File: src/rtl/vpa_pkg.sv
package vpa_pkg;
  localparam int CMD_W = 8;

  localparam logic [CMD_W-1:0] OP_FULL = 8'h23;
  localparam logic [CMD_W-1:0] OP_PACK = 8'h24;
  localparam logic [CMD_W-1:0] OP_XY   = 8'h25;
  localparam logic [CMD_W-1:0] OP_XZ   = 8'h26;
  localparam logic [CMD_W-1:0] OP_YZ   = 8'h27;
  localparam logic [CMD_W-1:0] OP_REL  = 8'h28;
  localparam logic [CMD_W-1:0] OP_TEST = 8'h71;

  typedef enum logic [3:0] {
    K_NONE, K_HOLD, K_FULL, K_TEST, K_PACK, K_XY, K_XZ, K_YZ, K_REL
  } stepKind_t;

  typedef struct packed {
    logic      hold;    // capture first word of a pair
    logic      commit;  // update remembered vertex
    logic      emit;    // present vertex downstream
    stepKind_t kind;
  } ctrlStrobe_t;
endpackage

File: src/rtl/vpa_ctrl.sv
module vpa_ctrl
  import vpa_pkg::*;
(
  input  logic             clk,
  input  logic             rstN,
  input  logic             wordValid,
  input  logic [CMD_W-1:0] wordCmd,
  output ctrlStrobe_t      strobe
);
  logic      waitSecond;
  stepKind_t pendKind;
  stepKind_t curKind;
  logic      pairOpener;
  logic      knownCode;

  always_comb begin
    pairOpener = (wordCmd == OP_FULL) || (wordCmd == OP_TEST);
    knownCode  = pairOpener || (wordCmd == OP_PACK) || (wordCmd == OP_XY) ||
                 (wordCmd == OP_XZ) || (wordCmd == OP_YZ) || (wordCmd == OP_REL);
  end

  always_comb begin
    curKind = K_NONE;
    if (wordValid) begin
      if (waitSecond) begin
        curKind = pendKind;
      end else begin
        case (wordCmd)
          OP_FULL, OP_TEST: curKind = K_HOLD;
          OP_PACK:          curKind = K_PACK;
          OP_XY:            curKind = K_XY;
          OP_XZ:            curKind = K_XZ;
          OP_YZ:            curKind = K_YZ;
          OP_REL:           curKind = K_REL;
          default:          curKind = K_NONE;
        endcase
      end
    end
  end

  always_comb begin
    strobe.kind   = curKind;
    strobe.hold   = (curKind == K_HOLD);
    strobe.commit = (curKind != K_NONE) && (curKind != K_HOLD);
    strobe.emit   = strobe.commit && (curKind != K_TEST);
  end

  always_ff @(posedge clk) begin
    if (!rstN) begin
      waitSecond <= 1'b0;
      pendKind   <= K_FULL;
    end else if (wordValid) begin
      if (waitSecond) begin
        waitSecond <= 1'b0;
      end else if (pairOpener) begin
        waitSecond <= 1'b1;
        pendKind   <= (wordCmd == OP_TEST) ? K_TEST : K_FULL;
      end
    end
  end


  second_word_chk: assert property (@(posedge clk) disable iff (!rstN)
    (wordValid && waitSecond) |=> !waitSecond);


  stray_code_chk: assert property (@(posedge clk) disable iff (!rstN)
    (wordValid && !waitSecond && !knownCode) |=> !waitSecond);
endmodule

File: src/rtl/vpa_datapath.sv
module vpa_datapath
  import vpa_pkg::*;
#(
  parameter int WORD_W    = 32,
  parameter int COORD_W   = 16,
  parameter int FRAC_W    = 12,
  parameter int PACK_W    = 10,
  parameter int PACK_FRAC = 6
) (
  input  logic                clk,
  input  logic                rstN,
  input  ctrlStrobe_t         strobe,
  input  logic [WORD_W-1:0]   wordData,
  output logic                vtxValid,
  output logic [COORD_W-1:0]  vtxX,
  output logic [COORD_W-1:0]  vtxY,
  output logic [COORD_W-1:0]  vtxZ
);
  localparam int AXES       = 3;
  localparam int PACK_SHIFT = FRAC_W - PACK_FRAC;
  localparam int EXT_W      = COORD_W - PACK_W;

  logic [WORD_W-1:0]               holdWord;
  logic [AXES-1:0][COORD_W-1:0]    lastPos;
  logic [AXES-1:0][COORD_W-1:0]    outPos;
  logic [AXES-1:0][COORD_W-1:0]    nextPos;
  logic [AXES-1:0][COORD_W-1:0]    packVal;
  logic [AXES-1:0][COORD_W-1:0]    relVal;
  logic [COORD_W-1:0]              wordLo, wordHi, holdLo, holdHi;

  assign wordLo = wordData[COORD_W-1:0];
  assign wordHi = wordData[2*COORD_W-1 -: COORD_W];
  assign holdLo = holdWord[COORD_W-1:0];
  assign holdHi = holdWord[2*COORD_W-1 -: COORD_W];

  for (genvar a = 0; a < AXES; a++) begin : g_axis
    logic [PACK_W-1:0]  field;
    logic [COORD_W-1:0] widened;
    assign field      = wordData[a*PACK_W +: PACK_W];
    assign widened    = {{EXT_W{field[PACK_W-1]}}, field};
    assign packVal[a] = widened << PACK_SHIFT;
    assign relVal[a]  = lastPos[a] + widened;
  end

  always_comb begin
    nextPos = lastPos;
    case (strobe.kind)
      K_FULL, K_TEST: begin
        nextPos[0] = holdLo;
        nextPos[1] = holdHi;
        nextPos[2] = wordLo;
      end
      K_PACK: nextPos = packVal;
      K_XY: begin
        nextPos[0] = wordLo;
        nextPos[1] = wordHi;
      end
      K_XZ: begin
        nextPos[0] = wordLo;
        nextPos[2] = wordHi;
      end
      K_YZ: begin
        nextPos[1] = wordLo;
        nextPos[2] = wordHi;
      end
      K_REL:   nextPos = relVal;
      default: nextPos = lastPos;
    endcase
  end

  always_ff @(posedge clk) begin
    if (!rstN) begin
      holdWord <= '0;
      lastPos  <= '0;
      outPos   <= '0;
      vtxValid <= 1'b0;
    end else begin
      vtxValid <= strobe.emit;
      if (strobe.hold)   holdWord <= wordData;
      if (strobe.commit) lastPos  <= nextPos;
      if (strobe.emit)   outPos   <= nextPos;
    end
  end

  assign vtxX = outPos[0];
  assign vtxY = outPos[1];
  assign vtxZ = outPos[2];


  hold_quiet_chk: assert property (@(posedge clk) disable iff (!rstN)
    strobe.hold |=> (!vtxValid && $stable(lastPos)));


  test_silent_chk: assert property (@(posedge clk) disable iff (!rstN)
    (strobe.kind == K_TEST) |=> (!vtxValid && lastPos[0] == $past(holdLo)
                                 && lastPos[1] == $past(holdHi)));


  xy_keeps_z_chk: assert property (@(posedge clk) disable iff (!rstN)
    (strobe.kind == K_XY) |=> $stable(lastPos[2]));


  idle_keeps_chk: assert property (@(posedge clk) disable iff (!rstN)
    (strobe.kind == K_NONE) |=> (!vtxValid && $stable(lastPos)));
endmodule

File: src/rtl/vertex_pos_asm.sv
module vertex_pos_asm
  import vpa_pkg::*;
#(
  parameter int WORD_W    = 32,
  parameter int COORD_W   = 16,
  parameter int FRAC_W    = 12,
  parameter int PACK_W    = 10,
  parameter int PACK_FRAC = 6
) (
  input  logic               clk,
  input  logic               rstN,
  input  logic               wordValid,
  input  logic [CMD_W-1:0]   wordCmd,
  input  logic [WORD_W-1:0]  wordData,
  output logic               vtxValid,
  output logic [COORD_W-1:0] vtxX,
  output logic [COORD_W-1:0] vtxY,
  output logic [COORD_W-1:0] vtxZ
);
  ctrlStrobe_t strobe;

  vpa_ctrl u_ctrl (
    .clk       (clk),
    .rstN      (rstN),
    .wordValid (wordValid),
    .wordCmd   (wordCmd),
    .strobe    (strobe)
  );

  vpa_datapath #(
    .WORD_W    (WORD_W),
    .COORD_W   (COORD_W),
    .FRAC_W    (FRAC_W),
    .PACK_W    (PACK_W),
    .PACK_FRAC (PACK_FRAC)
  ) u_dp (
    .clk      (clk),
    .rstN     (rstN),
    .strobe   (strobe),
    .wordData (wordData),
    .vtxValid (vtxValid),
    .vtxX     (vtxX),
    .vtxY     (vtxY),
    .vtxZ     (vtxZ)
  );


  pulse_origin_chk: assert property (@(posedge clk) disable iff (!rstN)
    vtxValid |-> $past(wordValid));


  out_hold_chk: assert property (@(posedge clk) disable iff (!rstN)
    !vtxValid |-> ($stable(vtxX) && $stable(vtxY) && $stable(vtxZ)));
endmodule

File: config.mk
export PLATFORM = sky130hd
export DESIGN_NAME = vertex_pos_asm
export DESIGN_NICKNAME = d
export VERILOG_FILES = /design/src/rtl/vpa_pkg.sv /design/src/rtl/vpa_ctrl.sv /design/src/rtl/vpa_datapath.sv /design/src/rtl/vertex_pos_asm.sv
export SDC_FILE = /design/constraint.sdc
export NUM_CORES = 1
export LEC_CHECK = 0
export ABC_AREA = 1
export CAP_MARGIN = 20
export CORE_AREA = 10 10 135 137
export CTS_CLUSTER_DIAMETER = 150
export DETAILED_ROUTE_END_ITERATION = 10
export DIE_AREA = 0 0 145 147
export PLACE_DENSITY = 0.8
export REMOVE_ABC_BUFFERS = 1
export SLEW_MARGIN = 20
export SYNTH_ARGS = -nofsm -noshare
export SYNTH_HDL_FRONTEND = slang
export SYNTH_SLANG_ARGS = --single-unit
File: constraint.sdc
create_clock -name clk -period 2.6 [get_ports clk]
set_clock_uncertainty 0.2 [all_clocks]
set_input_delay 0.52 -clock clk [delete_from_list [all_inputs] [get_ports clk]]
set_output_delay 0.52 -clock clk [all_outputs]
set_load 0.05 [all_outputs]
==> impl_summary.md <==
Run status
The flow ran to the end, and the final reports show no timing, DRC or antenna violations.

Setup path
STA classifies the critical path endpoint as a flop. STA puts the critical path data arrival time at 2.64 ns. STA classifies the critical path startpoint as an input pin.

The cell with the largest stage delay on the worst path is sky130_fd_sc_hd__clkdlybuf4s50_1. The combined buffer and inverter count along the critical path is 3. The largest stage delay on the critical path is 0.47 ns. The signal on the critical path passes through clkdlybuf4s50_1, nand2_2, nor2_4, nand3_1, nand2_1, nand2_2, nand4_4, inv_1, a21oi_2, nand3_1, o21bai_1, inv_1.

The required time at the worst-slack endpoint is 2.73 ns. The maximum fanout along the worst path is 7. On the critical path the largest part of the delay comes from simple AND/OR/NAND/NOR gates. The critical path in this run is classified as input pin to flop.

Synthesis
The register area share after synthesis is 29.9%. In this run the cell area of the synthesized design comes to 0.00878 mm^2. Yosys printed 0 warnings.

Summing the areas of all and, or, nand and nor instances in the mapped netlist gives 32.8% of the synthesized area. After Yosys synthesis, XOR and XNOR cells account for 1.40% of the synthesized area. By area, the combinational part of the netlist is dominated by simple AND/OR/NAND/NOR gates. The post-synthesis adder-cell area fraction is 7.10%.

Of the post-synthesis cell area, the part taken by muxes is 0%. The compound-gate portion of the synthesized area is 18.3%. After synthesis the netlist holds a flip-flop and latch count of 131.

The number of library cell types mapped by synthesis is 47. After technology mapping, the gate count stands at 1334. A synthesized cell averages 6.58 um^2.

Placement
The final weighted congestion of routability-driven global placement is 0.960. The placed instance area is 0.0113 mm^2. The wire-length estimate of the detail-placed layout is 22300 um. In this run, placement finished with an instance count of 1781. The number of buffers inserted by port buffering is 91.

Global routing
The via count of the first global-routing pass is 9660. In the global route stage, overall resource usage came out at 27.4%. After global routing the overflow that remains totals 0. The initial antenna violation count is 0. The pin count of the biggest net entering global routing is 86. The first global-routing pass estimated 48300 um of wire.

Timing
The worst pin sits at a relative slew slack of 64.4%. The clock period could shrink to 2.51 ns. The post-route setup TNS is 0 ns. Setup violations remaining at the end of the flow were counted as 0.

Timing would allow up to 0.398 GHz. The count of final max-slew check failures is 0. At the pin with the least slew margin, the transition time is 0.533 ns. The final hold violation count is 0. The share of the cycle needed by the critical path after routing is 96.6%.

Routing
The final routed wirelength across all metal layers is 30700 um. In the routed layout, each cell is associated on average with a via count of 5.53. The count of nets left with antenna violations once routing finished came out at 0. The mean routed wirelength per cell is 16.9 um.

The detailed-route via count is 10061. The initial detailed-routing violation count is 1042. The first detailed-routing pass ran for 6 iterations. For this run, design rule violations remaining after detail routing come to 0.

Die
The die is 145 um wide. 92 I/O pins were placed. The floorplan step defined a die boundary enclosing 0.0213 mm^2.

In this run the vertical extent of the chip is 147 um. The initial cell density of the core is 56.3%. The row count is 46.

The standard cell core area is 0.0156 mm^2.

Layout
The final non-filler cell total is 1820. In the final design database the tool counted 1682 nets. The leading cell type in the layout, fill and taps excluded is sky130_fd_sc_hd__nand2_1. Cells with a size suffix above 1 make up 21.8% of the layout. Leaving out fill and tap cells, the most frequent cells in the layout are 294 x sky130_fd_sc_hd__nand2_1, 177 x sky130_fd_sc_hd__inv_1, 175 x sky130_fd_sc_hd__buf_4. The summed area of non-filler cells in the final layout is 0.0123 mm^2. The number of antenna cells inserted is 0. The layout-stage area growth over the synthesis result is 40.5%.

Clocking
The later pin in the worst-skew pair is clocked with a latency of 0.44 ns. CTS placed an instance of sky130_fd_sc_hd__clkbuf_16 at the clock tree root. The clock input transition at the sequential cells of the worst setup and hold paths is 0.06 ns.

The maximum clock path buffer count is 2. The clock drives 131 sinks. The deepest level of the CTS H-tree is 4. The CTS tree is done. The number of hold-repair buffers added at the cts stage is 0. The TritonCTS buffer count is 17.

Pwr
The power per standard cell area is 433 mW/mm^2. The static leakage is 6.23 nW. The post-route total power is 5.35 mW. IR analysis of the VDD net gives a maximum drop of 493 uV.

Run
The number of violations of the max-capacitance limit is 0.

Worst hold path
In this run the worst hold path is classified as flop to flop.
==> worst paths after layout <==
path	slack [ns]	startpoint	endpoint	cells past startpoint
worst max-delay path	0.09	wordCmd[5]	u_dp.vtxY[2]	12
worst min-delay path	0.25	u_dp.holdWord[1]	u_dp.holdWord[1]	2
worst max register to register	0.25	u_dp.lastPos[32]	u_dp.vtxZ[12]	15
worst min register to register	0.25	u_dp.holdWord[1]	u_dp.holdWord[1]	2
==> kinds of logic (layout without fill, tap and decap cells) <==
family / count (synthesis) / after routing
compound gates: 293 / 293
xor+xnor: 14 / 14
fa+ha+maj: 48 / 48
buf+inv: 234 / 504
flops: 131 / 131
simple gates: 614 / 614
==> layer usage <==
metal / share of wire [%] / up-vias / global-route usage (%) / routed length, um
li1: - / 4898 / - / -
met1: 41 / 4631 / 33.3 / 12400
met2: 48 / 446 / 46.0 / 14700
met3: 8.0 / 86 / 5.41 / 2460
met4: 3.6 / 0 / 12.5 / 1100
met5: 0 / - / 0 / 0
==> power by group <==
| group | internal [mW] | total (mW) | leakage (nW) | switching [mW] |
|---|---|---|---|---|
| registers | 2.02 | 2.03 | 1.06 | 0.00950 |
| logic | 0.280 | 0.633 | 4.86 | 0.354 |
| clock network | 1.64 | 2.68 | 0.313 | 1.05 |
==> cell type report <==
type | count | area, um^2
clock buffer | 17 | 425
clock inverter | 15 | 220
fill | 1135 | 3260
inverter | 188 | 711
multi-input combinational | 969 | 5520
sequential | 131 | 2620
tap | 216 | 270
timing repair buffer | 283 | 2570
timing repair inverter | 1 | 7.51
==> through the flow <==
stage                     util (%)  setup slack [ns]  hold slack [ns]
final                         79.1            0.0890            0.249
after global routing          79.1           -0.0128            0.273
after CTS                     76.8            0.0103            0.249
after detailed placement      72.5            -0.539            0.240
after global placement        72.5            -0.445            0.235
after floorplan                  -             -1.64            0.224
==> flip-flops by register name, summed over array words and instances (netlist names) <==
name               cells
u_ctrl.pendKind        1
u_ctrl.waitSecond      1
u_dp.holdWord         32
u_dp.lastPos          48
u_dp.vtxValid          1
u_dp.vtxX             16
u_dp.vtxY             16
u_dp.vtxZ             16
==> tightest hold or removal path, cell delays in order, from the launching register on <==
cell and delay [ns]:
sky130_fd_sc_hd__dfxtp_1 0.30, sky130_fd_sc_hd__inv_1 0.05, sky130_fd_sc_hd__a21oi_1 0.05
==> Yosys cell counts, drive strengths merged <==
library cell	count	area, um^2
o21a	1	7.51
a31oi	8	50.1
a221oi	2	17.5
clkbuf	28	105
o221ai	2	17.5
o211a	1	10.0
clkinv	1	3.75
nor3	4	20.0
o21ai	122	611
nor3b	1	7.51
inv	187	702
and2	4	25.0
o31ai	2	15.0
ha	45	563
nand4	36	240
or2	18	113
nand2	321	1340
fa	3	60.1
a21o	7	52.6
o22ai	9	56.3
xnor2	7	61.3
xor2	7	61.3
o21bai	10	75.1
o211ai	2	15.0
a21oi	117	601
nand3	104	588
a22oi	10	75.1
nand3b	3	22.5
nor2	123	524
buf	18	121
dfxtp	131	2620
==> what timing repair did <==
action                     4_1_cts  5_1_grt
hold endpoints to repair         0        0
gates cloned                     0        2
pin swaps                        1       26
gates resized for setup          8       79
setup endpoints to repair        6       86
setup buffers                    0        5
(Power assumes the default switching activity.)
